--- src/rtl/sic_pkg.sv ---
package sic_pkg;
  // register word indices
  localparam int unsigned IDX_STATUS  = 0;
  localparam int unsigned IDX_RAW     = 1;
  localparam int unsigned IDX_MSET    = 2;
  localparam int unsigned IDX_MCLR    = 3;
  localparam int unsigned IDX_SWSET   = 4;
  localparam int unsigned IDX_SWCLR   = 5;
  localparam int unsigned IDX_RTSET   = 8;
  localparam int unsigned IDX_RTCLR   = 9;

  typedef enum logic [3:0] {
    OP_NONE, OP_MSET, OP_MCLR, OP_SWSET, OP_SWCLR, OP_RTSET, OP_RTCLR
  } wr_op_e;

  function automatic wr_op_e decode_write(input int unsigned idx);
    case (idx)
      IDX_MSET:  return OP_MSET;
      IDX_MCLR:  return OP_MCLR;
      IDX_SWSET: return OP_SWSET;
      IDX_SWCLR: return OP_SWCLR;
      IDX_RTSET: return OP_RTSET;
      IDX_RTCLR: return OP_RTCLR;
      default:   return OP_NONE;
    endcase
  endfunction
endpackage

--- src/rtl/sic_window.sv ---
// Builds the bit window of sources allowed to route straight to the parent.
module sic_window #(
  parameter int N_SRC   = 32,
  parameter int PASS_LO = 21,
  parameter int PASS_HI = 30
) (
  output logic [N_SRC-1:0] win
);
  for (genvar i = 0; i < N_SRC; i++) begin : g_bit
    if (i >= PASS_LO && i <= PASS_HI) begin : g_in
      assign win[i] = 1'b1;
    end else begin : g_out
      assign win[i] = 1'b0;
    end
  end
endmodule

--- src/rtl/sic_regs.sv ---
module sic_regs
  import sic_pkg::*;
#(
  parameter int N_SRC  = 32,
  parameter int ADDR_W = 12
) (
  input  logic              clk,
  input  logic              rst_n,
  input  logic [ADDR_W-1:0] bus_addr,
  input  logic              bus_wr,
  input  logic [N_SRC-1:0]  bus_wdata,
  input  logic              bus_rd,
  output logic [N_SRC-1:0]  bus_rdata,
  input  logic [N_SRC-1:0]  src_level,
  input  logic [N_SRC-1:0]  route_win,
  output logic [N_SRC-1:0]  mask_q,
  output logic [N_SRC-1:0]  soft_q,
  output logic [N_SRC-1:0]  route_q,
  output logic [N_SRC-1:0]  level_eff
);
  logic [ADDR_W-1:0] word_idx;
  int unsigned       idx;
  wr_op_e            op;

  assign word_idx  = bus_addr >> 2;
  assign idx       = int'(unsigned'(word_idx));
  assign op        = bus_wr ? decode_write(idx) : OP_NONE;
  assign level_eff = src_level | soft_q;

  always_ff @(posedge clk or negedge rst_n) begin
    if (!rst_n) begin
      mask_q  <= '0;
      soft_q  <= '0;
      route_q <= '0;
    end else begin
      case (op)
        OP_MSET:  mask_q  <= mask_q | bus_wdata;
        OP_MCLR:  mask_q  <= mask_q & ~bus_wdata;
        OP_SWSET: soft_q  <= soft_q | bus_wdata;
        OP_SWCLR: soft_q  <= soft_q & ~bus_wdata;
        OP_RTSET: route_q <= route_q | (bus_wdata & route_win);
        OP_RTCLR: route_q <= route_q & ~bus_wdata;
        default:  ;
      endcase
    end
  end

  always_comb begin
    bus_rdata = '0;
    if (bus_rd) begin
      case (idx)
        IDX_STATUS: bus_rdata = level_eff & mask_q;
        IDX_RAW:    bus_rdata = level_eff;
        IDX_MSET:   bus_rdata = mask_q;
        IDX_SWSET:  bus_rdata = soft_q;
        IDX_RTSET:  bus_rdata = route_q;
        default:    bus_rdata = '0;
      endcase
    end
  end
endmodule

--- src/rtl/sic_route.sv ---
module sic_route #(
  parameter int N_SRC = 32
) (
  input  logic             clk,
  input  logic             rst_n,
  input  logic [N_SRC-1:0] level_eff,
  input  logic [N_SRC-1:0] mask_q,
  input  logic [N_SRC-1:0] route_q,
  input  logic [N_SRC-1:0] route_win,
  output logic [N_SRC-1:0] parent_irq
);
  localparam int COMB_LINE = N_SRC - 1;

  function automatic logic any_pending(input logic [N_SRC-1:0] lvl,
                                       input logic [N_SRC-1:0] msk);
    return |(lvl & msk);
  endfunction

  for (genvar i = 0; i < N_SRC; i++) begin : g_line
    if (i == COMB_LINE) begin : g_comb
      always_ff @(posedge clk or negedge rst_n) begin
        if (!rst_n) parent_irq[i] <= 1'b0;
        else        parent_irq[i] <= any_pending(level_eff, mask_q);
      end
    end else begin : g_pass
      always_ff @(posedge clk or negedge rst_n) begin
        if (!rst_n) parent_irq[i] <= 1'b0;
        else        parent_irq[i] <= route_win[i] & route_q[i] & level_eff[i];
      end
    end
  end
endmodule

--- src/rtl/irq_aggregator.sv ---
module irq_aggregator #(
  parameter int N_SRC   = 32,
  parameter int ADDR_W  = 12,
  parameter int PASS_LO = 21,
  parameter int PASS_HI = 30
) (
  input  logic              clk,
  input  logic              rst_n,
  input  logic [ADDR_W-1:0] bus_addr,
  input  logic              bus_wr,
  input  logic [N_SRC-1:0]  bus_wdata,
  input  logic              bus_rd,
  output logic [N_SRC-1:0]  bus_rdata,
  input  logic [N_SRC-1:0]  src_level,
  output logic [N_SRC-1:0]  parent_irq
);
  logic [N_SRC-1:0] route_win;
  logic [N_SRC-1:0] mask_q;
  logic [N_SRC-1:0] soft_q;
  logic [N_SRC-1:0] route_q;
  logic [N_SRC-1:0] level_eff;

  sic_window #(.N_SRC(N_SRC), .PASS_LO(PASS_LO), .PASS_HI(PASS_HI)) u_win (
    .win(route_win)
  );

  sic_regs #(.N_SRC(N_SRC), .ADDR_W(ADDR_W)) u_regs (
    .clk(clk), .rst_n(rst_n), .bus_addr(bus_addr), .bus_wr(bus_wr),
    .bus_wdata(bus_wdata), .bus_rd(bus_rd), .bus_rdata(bus_rdata),
    .src_level(src_level), .route_win(route_win), .mask_q(mask_q),
    .soft_q(soft_q), .route_q(route_q), .level_eff(level_eff)
  );

  sic_route #(.N_SRC(N_SRC)) u_route (
    .clk(clk), .rst_n(rst_n), .level_eff(level_eff), .mask_q(mask_q),
    .route_q(route_q), .route_win(route_win), .parent_irq(parent_irq)
  );
endmodule

--- config.mk ---
export PLATFORM = sky130hd
export DESIGN_NAME = irq_aggregator
export DESIGN_NICKNAME = d
export VERILOG_FILES = /design/src/rtl/sic_pkg.sv /design/src/rtl/sic_window.sv /design/src/rtl/sic_regs.sv /design/src/rtl/sic_route.sv /design/src/rtl/irq_aggregator.sv
export SDC_FILE = /design/constraint.sdc
export NUM_CORES = 1
export LEC_CHECK = 0
export BUFFER_PORTS_ARGS = -buffer_cell sky130_fd_sc_hd__buf_2
export CAP_MARGIN = 10
export CORE_UTILIZATION = 47
export CTS_BUF_LIST = sky130_fd_sc_hd__clkbuf_16
export CTS_CLUSTER_SIZE = 14
export DETAILED_ROUTE_END_ITERATION = 16
export PLACE_DENSITY_LB_ADDON = 0.15
export SLEW_MARGIN = 10
export SYNTH_ARGS = -nofsm -noshare
export SYNTH_HDL_FRONTEND = slang
export SYNTH_SLANG_ARGS = --single-unit
--- constraint.sdc ---
create_clock -name clk -period 2.1 [get_ports clk]
set_input_delay 0.315 -clock clk [delete_from_list [all_inputs] [get_ports clk]]
set_output_delay 0.315 -clock clk [all_outputs]
set_load 0.1 [all_outputs]
==> results.md, run 1 <==
- Initial drt markers: 683
- Total GRT Usage: 34.2%
- Hold Crit Class: input port to register
- Multi-input logic area: 3770 µm²
- Share of layout cells above drive strength 1: 29.7%
- Failing checks: setup timing
- Clock transition at the registers of the reported paths: 70 ps
- Setup violators final: 32
- Initial antenna violation count: 0
- Hold Vio Cnt, Final: 0
- Most common cell after layout, fill and taps aside: o21ai_0
- Outcome: finished with violations
- Reg2Reg Depth: 4
- Hold WS: 232 ps
- Final worst path period need: 2530 ps
- Post-DP HPWL: 15200 µm
- Layout fillers: 958
- WL final: 22900 µm
- Post-Syn Area: 6240 µm²
- Worst Setup End Kind: output port
- Initial Utilization: 48.8%
- DR pass1 iterations: 5
- Final period utilization: 121%
- CP arrival: 2220 ps
- Fin. max-slew vios: 0
- H-tree levels: 3
- Max_cap viols: 0
- Max Freq: 395 MHz
- Net count, final: 924
- Worst setup SP type: input port
- Total Power: 4.70 mW
- GRT Residual Overflow: 0
- Pwr Density: 534 nW/µm²
- R2R Setup Slk: 440 ps
- Slew @ Worst Pin: 612 ps
- Sequential share of the synthesized area: 42.9%
- IO Port Bufs: 120
- Worst-skew pair later-pin latency: 360 ps
- Row cnt: 41
- Core area: 12800 µm²
- Cell variety after synth: 39
- DP Area: 8280 µm²
- Max Buffers Root-to-Sink: 2
- CTS tree: done
- CTS Sinks: 107
- Worst path required time: 1780 ps
- Ys Warns: 0
- DIE WIDTH: 117 µm
- Crit Path Class: input port to output port
- R2r endpoint: u_route.parent_irq[31]$_DFF_PN0_
- Syn_area_per_cell: 8.75 µm²
- #FFs+latches synth: 107
- Peak VDD IR: 0.702 mV
- Crit-path max FO: 19
- Largest net degree at the start of global routing: 44
- WL per Instance: 22.4 µm
- First-pass GRT wire length: 35100 µm
- DIE HEIGHT: 117 µm
- Number of diodes: 0
- DRC Markers: 0
- Max-slew headroom: 58.7%
- Crit path capture: bus_rdata[1]
- Pre-CTS setup slack: -476 ps
- Vias in the first global route: 6631
- CTS root buf: clkbuf_16
- Final Instance Area: 8810 µm²
- Register area: 2680 µm²
- I/O pins: 144
- CP startpoint: bus_addr[11]
- Worst setup margin: -431 ps
- Clk_skew: 6.75 ps
- Final antenna-violating net count: 0
- RD Place Congestion: 0.894
- Commonest non-fill, non-tap cells in the layout: o21ai_0 (154), dfrtp_1 (107), buf_2 (86)
- Gate Count Post-Synth: 713
- Leak Pwr: 3.24 nW
- Via density: 6.58
- RSZ-0062 raised after global routing: true
- Vias: 6721
- CTS buffer count: 9
- Die ar.: 13700 µm²
- Layout area overhead: 41.3%
==> area by class of cell <==
cell class	count	area share, %
repair buffers	181	20.8
multi-input cells	545	42.8
flip-flops and latches	107	30.4
well taps	172	2.44
clock inverters	7	0.965
clock buffers	9	2.56
==> kinds of logic after synthesis <==
family	after synthesis	synth area share (%)
flip-flops	107	42.9
XOR/XNOR	3	0.421
AND/OR/NAND/NOR	148	12.7
adder cells (fa/ha/maj)	1	0.160
other	1	0.0601
buffers and inverters	81	6.40
AO/OA/AOI/OAI	372	37.3
==> synthesized netlist by cell type (all sizes together) <==
cell / count / area, µm²
a21boi: 1 / 11.3
a21oi: 30 / 150
a22oi: 3 / 22.5
a31oi: 44 / 275
a32oi: 30 / 263
and4: 1 / 8.76
buf: 32 / 210
clkbuf: 49 / 189
conb: 1 / 3.75
dfrtp: 107 / 2680
maj3: 1 / 10.0
nand2: 35 / 131
nand2b: 1 / 6.26
nand3: 4 / 20.0
nand3b: 2 / 15.0
nand4: 10 / 62.6
nor2: 34 / 128
nor2b: 45 / 282
nor3: 2 / 21.3
nor4: 4 / 40.0
nor4b: 3 / 32.5
o21a: 22 / 165
o21ai: 180 / 901
o21bai: 1 / 7.51
o221ai: 30 / 263
o22ai: 1 / 6.26
o2bb2ai: 30 / 263
or2: 1 / 6.26
or3: 3 / 18.8
or4: 3 / 22.5
xnor2: 2 / 17.5
xor2: 1 / 8.76
==> metrics by stage <==
step	utilization, %	TNS (ps)	cells
floorplan	-	-12450	733
global placement	64.8	-18360	996
detailed placement	64.8	-21170	996
CTS	67.9	-12320	1016
global route	69.0	-15260	1021
finish	69.0	-12780	1021
==> critical path: stages <==
cell	delay, ps
buf_6	90
or4_4	600
buf_6	160
nor3_4	170
buf_4	160
buf_12	150
a32oi_1	170
a21oi_4	190
buf_12	190
==> worst min path at each step <==
| stage | start | endpoint | slack [ps] | cells past startpoint |
|---|---|---|---|---|
| floorplan | rst_n | asynchronous set/reset pin | 20 | 0 |
| global placement | rst_n | asynchronous set/reset pin | 280 | 1 |
| global route | src_level[22] | u_route.parent_irq[22]$_DFF_PN0_ | 240 | 3 |
| CTS | src_level[25] | u_route.parent_irq[25]$_DFF_PN0_ | 220 | 3 |
| detailed placement | rst_n | asynchronous set/reset pin | 280 | 1 |
| finish | src_level[25] | u_route.parent_irq[25]$_DFF_PN0_ | 230 | 3 |
==> per-layer routing <==
layer	track usage [%]	routed length, µm	up-vias
met5	0	0	-
li1	-	-	2962
met2	55.8	11200	416
met4	14.1	685	0
met3	8.24	2100	64
met1	43.6	8940	3279
==> report_power, final <==
group / switching [mW] / internal, mW
clock: 0.782 / 1.03
combinational: 0.597 / 0.200
sequential: 0.0127 / 2.08
==> what timing repair did <==
item / in CTS / in global routing
setup buffers: 3 / 2
endpoints found under the hold margin: 29 / 0
gates cloned: 0 / 3
setup endpoints to repair: 32 / 36
gates resized for setup: 10 / 3
hold buffers: 1 / 0
(Power assumes the default switching activity.)
==> inputs of run 2 (changes only) <==
Settings changed: SKIP_CTS_REPAIR_TIMING set to 1.
==> run 2 against run 1 <==
The flow still finishes with violations (setup timing); sequential share of layout area rose by 0.17 points; clock power barely moved; die area unchanged; clock skew about the same; power hardly changed; setup slack worse by 47 ps; utilization decreased by 0.39 points; global-route usage fell by 0.078 points; critical path depth is the same; critical path type unchanged; largest power group unchanged; highest routed layer unchanged.
==> results.md, run 2 (same netlist as run 1, synthesis figures left out) <==
- CTS tree: done (unchanged)
- Max Buffers Root-to-Sink: 2 (unchanged)
- DR pass1 iterations: 5 (unchanged)
- Setup violators final: 32 (unchanged)
- Crit-path max FO: 7 (was 19)
- Clock power frac: 38.7% (was 38.6%)
- H-tree levels: 3 (unchanged)
- Hold WS: 236 ps (was 232 ps)
- Leak Pwr: 3.23 nW (was 3.24 nW)
- Final period utilization: 123% (was 121%)
- Layout area overhead: 40.5% (was 41.3%)
- Switching share of power: 29.7% (was 29.6%)
- Worst setup margin: -478 ps (was -431 ps)
- Clock transition at the registers of the reported paths: 70 ps (about the same)
- Max_cap viols: 0 (unchanged)
- Row cnt: 41 (unchanged)
- Most common cell after layout, fill and taps aside: o21ai_0 (unchanged)
- Worst-skew pair later-pin latency: 360 ps (about the same)
- Initial drt markers: 651 (was 683)
- Final antenna-violating net count: 0 (unchanged)
- Initial Utilization: 48.8% (unchanged)
- Register area: 2680 µm² (unchanged)
- Vias in the first global route: 6585 (was 6631)
- Hold Vio Cnt, Final: 0 (unchanged)
- Worst setup SP type: input port (unchanged)
- DIE HEIGHT: 117 µm (unchanged)
- RSZ-0062 raised after global routing: true (unchanged)
- Share of power burned in registers: 44.4% (was 44.5%)
- Net count, final: 920 (was 924)
- Core area: 12800 µm² (unchanged)
- Peak VDD IR: 0.712 mV (was 0.702 mV)
- Share of layout cells above drive strength 1: 29.8% (was 29.7%)
- GRT Residual Overflow: 0 (unchanged)
- Max Freq: 388 MHz (was 395 MHz)
- Int Pwr: 3.31 mW (about the same)
- Total Power: 4.71 mW (was 4.70 mW)
- Outcome: finished with violations (unchanged)
- Layout fillers: 975 (was 958)
- Multi-input logic area: 3810 µm² (was 3770 µm²)
- CTS root buf: clkbuf_16 (unchanged)
- Slew @ Worst Pin: 623 ps (was 612 ps)
- WL final: 22600 µm (was 22900 µm)
- Crit Path Class: input port to output port (unchanged)
- Failing checks: setup timing (unchanged)
- WL per Instance: 22.2 µm (was 22.4 µm)
- Final worst path period need: 2580 ps (was 2530 ps)
- DIE WIDTH: 117 µm (unchanged)
- Via density: 6.55 (was 6.58)
- IO Port Bufs: 120 (unchanged)
- Max-slew headroom: 58.0% (was 58.7%)
- Vias: 6666 (was 6721)
- I/O pins: 144 (unchanged)
- Post-DP HPWL: 15200 µm (unchanged)
- Setup TNS: -14100 ps (was -12780 ps)
- CTS buffer count: 9 (unchanged)
- Clk_skew: 6.84 ps (was 6.75 ps)
- Number of diodes: 0 (unchanged)
- Comb pwr share: 16.9% (about the same)
- First-pass GRT wire length: 35000 µm (was 35100 µm)
- Worst Setup End Kind: output port (unchanged)
- Hold Crit Class: input port to register (unchanged)
- RD Place Congestion: 0.894 (unchanged)
- CP arrival: 2260 ps (was 2220 ps)
- Commonest non-fill, non-tap cells in the layout: o21ai_0 (154), dfrtp_1 (107), buf_2 (86) (unchanged)
- CTS Sinks: 107 (unchanged)
- Largest net degree at the start of global routing: 44 (unchanged)
- Fin. max-slew vios: 0 (unchanged)
- Initial antenna violation count: 0 (unchanged)
- Pwr Density: 537 nW/µm² (was 534 nW/µm²)
- P_sw: 1.40 mW (was 1.39 mW)
- Die ar.: 13700 µm² (unchanged)
- Total GRT Usage: 34.1% (was 34.2%)
- DRC Markers: 0 (unchanged)
- Worst path required time: 1780 ps (about the same)
-- run 2: power by group through the flow --
stage	Sequential (mW)	Clock [mW]	Combinational (mW)
5_1_grt	2.09	1.91	0.842
3_3_place_gp	2.13	0	0.757
6_report	2.09	1.82	0.795
2_1_floorplan	2.20	0	0.431
3_5_place_dp	2.13	0	0.772
4_1_cts	2.09	1.84	0.775
-- run 2: critical path: stages --
cell and delay [ps]:
buf_6 90, or4_4 610, buf_12 170, nor4b_4 250, buf_6 190, buf_12 150
a32oi_4 60, a21oi_4 220, buf_12 200
-- run 2: area by class of cell --
class	count	area share, %
timing repair buffer	177	19.9
clock buffer	9	2.57
multi-input combinational	545	43.5
sequential	107	30.6
tap	172	2.46
clock inverter	7	0.971
-- run 2: metrics by stage --
stage | cells | util (%) | cell area [µm²] | worst slack, ps
finish | 1017 | 68.6 | 8760 | -478
global route | 1017 | 68.6 | 8760 | -538
CTS | 1012 | 67.3 | 8590 | -476
detailed placement | 996 | 64.8 | 8280 | -476
global placement | 996 | 64.8 | 8280 | -434
floorplan | 733 | - | 6870 | -402
-- run 2: path summary, 6_finish.rpt --
kind                            depth (start not counted)  slack (ps)                          endpoint                            from
worst max-delay path                                    9        -480                     bus_rdata[20]                     bus_addr[8]
worst min-delay path                                    3         240  u_route.parent_irq[25]$_DFF_PN0_                   src_level[25]
worst max register to register                          4         460  u_route.parent_irq[31]$_DFF_PN0_                        register
worst min register to register                          1         490    u_regs.route_q[16]$_DFFE_PN0P_  u_regs.route_q[16]$_DFFE_PN0P_
max in group asynchronous                               3        1060    u_regs.route_q[19]$_DFFE_PN0P_                           rst_n
min in group asynchronous                               2         440        asynchronous set/reset pin                           rst_n
-- run 2: routing by layer --
layer	track usage [%]	share of wire [%]
met1	43.3	41
met2	56.0	49
met3	8.34	8.2
met4	13.8	2.0
met5	0	0
==> inputs of run 3 (changes only) <==
Settings changed: CELL_PAD_IN_SITES_DETAIL_PLACEMENT set to 0, CELL_PAD_IN_SITES_GLOBAL_PLACEMENT set to 1, CORE_UTILIZATION 47 to 37.
==> run 3 against run 2 <==
Final cell count rose by 5.6%; largest cell class unchanged; die area rose by 27%; the flow still finishes with violations (setup timing); highest routed layer unchanged; clock skew fell by 4.1 ps.
==> results.md, run 3 (same netlist as run 1, synthesis figures left out) <==
- Outcome: finished with violations (unchanged)
- Failing checks: setup timing (unchanged)
- Initial drt markers: 582 (was 651)
- Net count, final: 930 (was 920)
- Final worst path period need: 2520 ps (was 2580 ps)
- Layout area overhead: 44.9% (was 40.5%)
- Crit Path Class: input port to output port (unchanged)
- DRC Markers: 0 (unchanged)
- WL final: 24100 µm (was 22600 µm)
- Hold Vio Cnt, Final: 0 (unchanged)
- Leak Pwr: 3.26 nW (was 3.23 nW)
- Largest net degree at the start of global routing: 75 (was 44)
- I/O pins: 144 (unchanged)
- Share of power burned in registers: 46.9% (was 44.4%)
- Clock power frac: 34.8% (was 38.7%)
- Max_cap viols: 0 (unchanged)
- Vias: 6621 (was 6666)
- Share of layout cells above drive strength 1: 32.2% (was 29.8%)
- Via density: 6.16 (was 6.55)
- Worst-skew pair later-pin latency: 360 ps (about the same)
- Hold Crit Class: input port to register (unchanged)
- Comb pwr share: 18.3% (was 16.9%)
- Setup violators final: 32 (unchanged)
- Final period utilization: 120% (was 123%)
- Worst Setup End Kind: output port (unchanged)
- CTS buffer count: 9 (unchanged)
- Crit-path max FO: 8 (was 7)
- Die ar.: 17400 µm² (was 13700 µm²)
- CTS Sinks: 107 (unchanged)
- Vias in the first global route: 6580 (was 6585)
- Number of diodes: 0 (unchanged)
- Row cnt: 47 (was 41)
- GRT Residual Overflow: 0 (unchanged)
- Post-route non-filler standard cell count: 1074 (was 1017)
- Pwr Density: 494 nW/µm² (was 537 nW/µm²)
- Most common cell after layout, fill and taps aside: o21ai_0 (unchanged)
- Peak VDD IR: 0.416 mV (was 0.712 mV)
- Switching share of power: 31.3% (was 29.7%)
- Total GRT Usage: 27.4% (was 34.1%)
- DIE WIDTH: 132 µm (was 117 µm)
- Max-slew headroom: 60.7% (was 58.0%)
- H-tree levels: 3 (unchanged)
- Final antenna-violating net count: 0 (unchanged)
- CTS tree: done (unchanged)
- Max Freq: 396 MHz (was 388 MHz)
- Initial antenna violation count: 0 (unchanged)
- CP arrival: 2210 ps (was 2260 ps)
- WL per Instance: 22.5 µm (was 22.2 µm)
- DR pass1 iterations: 5 (unchanged)
- Max Buffers Root-to-Sink: 2 (unchanged)
- Slew @ Worst Pin: 583 ps (was 623 ps)
- Commonest non-fill, non-tap cells in the layout: o21ai_0 (154), dfrtp_1 (107), buf_2 (86) (unchanged)
- Worst setup SP type: input port (unchanged)
- IO Port Bufs: 120 (unchanged)
- P_sw: 1.40 mW (about the same)
- Dpl cells: 1048 (was 996)
- RD Place Congestion: 0.858 (was 0.894)
- CTS root buf: clkbuf_16 (unchanged)
- Worst setup margin: -422 ps (was -478 ps)
- RSZ-0062 raised after global routing: true (unchanged)
- Setup TNS: -11550 ps (was -14100 ps)
- Initial Utilization: 37.8% (was 48.8%)
- Worst path required time: 1780 ps (about the same)
- Final Instance Area: 9040 µm² (was 8760 µm²)
- DIE HEIGHT: 132 µm (was 117 µm)
- Int Pwr: 3.07 mW (was 3.31 mW)
- Clk_skew: 2.72 ps (was 6.84 ps)
- Clock transition at the registers of the reported paths: 70 ps (about the same)
- Fin. max-slew vios: 0 (unchanged)
- Total Power: 4.46 mW (was 4.71 mW)
- Layout fillers: 1482 (was 975)
- Post-DP HPWL: 15700 µm (was 15200 µm)
- Hold WS: 232 ps (was 236 ps)
- First-pass GRT wire length: 36700 µm (was 35000 µm)
- DP Area: 8370 µm² (was 8280 µm²)
- Core area: 16500 µm² (was 12800 µm²)
-- run 3: changes by cell type in the layout (fill, tap and decap cells not counted), sizes merged --
cell | before | now
clkbuf | 9 | 11
clkinv | 3 | 2
buf | 176 | 184
bufinv | 2 | 0
inv | 2 | 4
-- run 3: final timing paths --
check                                          startpoint                          endpoint  slack (ps)  depth (start not counted)
min reg2reg                u_regs.route_q[15]$_DFFE_PN0P_    u_regs.route_q[15]$_DFFE_PN0P_         490                          1
max in group asynchronous                           rst_n        asynchronous set/reset pin        1050                          3
max                                          bus_addr[11]                     bus_rdata[31]        -420                          8
max reg2reg                                      register  u_route.parent_irq[31]$_DFF_PN0_         510                          4
min                                         src_level[30]  u_route.parent_irq[30]$_DFF_PN0_         230                          3
min in group asynchronous                           rst_n        asynchronous set/reset pin         380                          2
-- run 3: worst max-delay path: stages --
cell and delay (ps):
buf_6 90, or4_4 600, nor4b_4 350, buf_4 220, buf_12 150, a32oi_4 60, a21oi_4 220, buf_12 200
-- run 3: per-stage QoR --
step / utilization (%) / setup slack, ps
3_5_place_dp: 50.7 / -395
2_1_floorplan: - / -402
6_report: 54.7 / -422
5_1_grt: 54.7 / -478
4_1_cts: 52.2 / -401
3_3_place_gp: 50.7 / -390
-- run 3: power by group through the flow --
stage / Sequential, mW / Clock [mW] / Combinational [mW]
finish: 2.09 / 1.56 / 0.817
global route: 2.09 / 1.66 / 0.869
CTS: 2.09 / 1.59 / 0.792
detailed placement: 2.13 / 0 / 0.789
global placement: 2.13 / 0 / 0.779
floorplan: 2.20 / 0 / 0.431
-- run 3: cell type report --
cell class	instances	area, µm²	area share, %
timing repair buffer	187	1850	20.5
clock buffer	9	225	2.49
tap	220	275	3.04
multi-input combinational	545	3980	44.0
sequential	107	2680	29.6
clock inverter	6	28.8	0.318
-- run 3: per-layer routing --
metal  up-vias  GRT usage, %  part of all wire, %
li1       2969             -                    -
met1      3318          36.0                   43
met2       288          44.1                   47
met3        46          5.96                  6.8
met4         0          10.7                  2.7
met5         -             0                    0
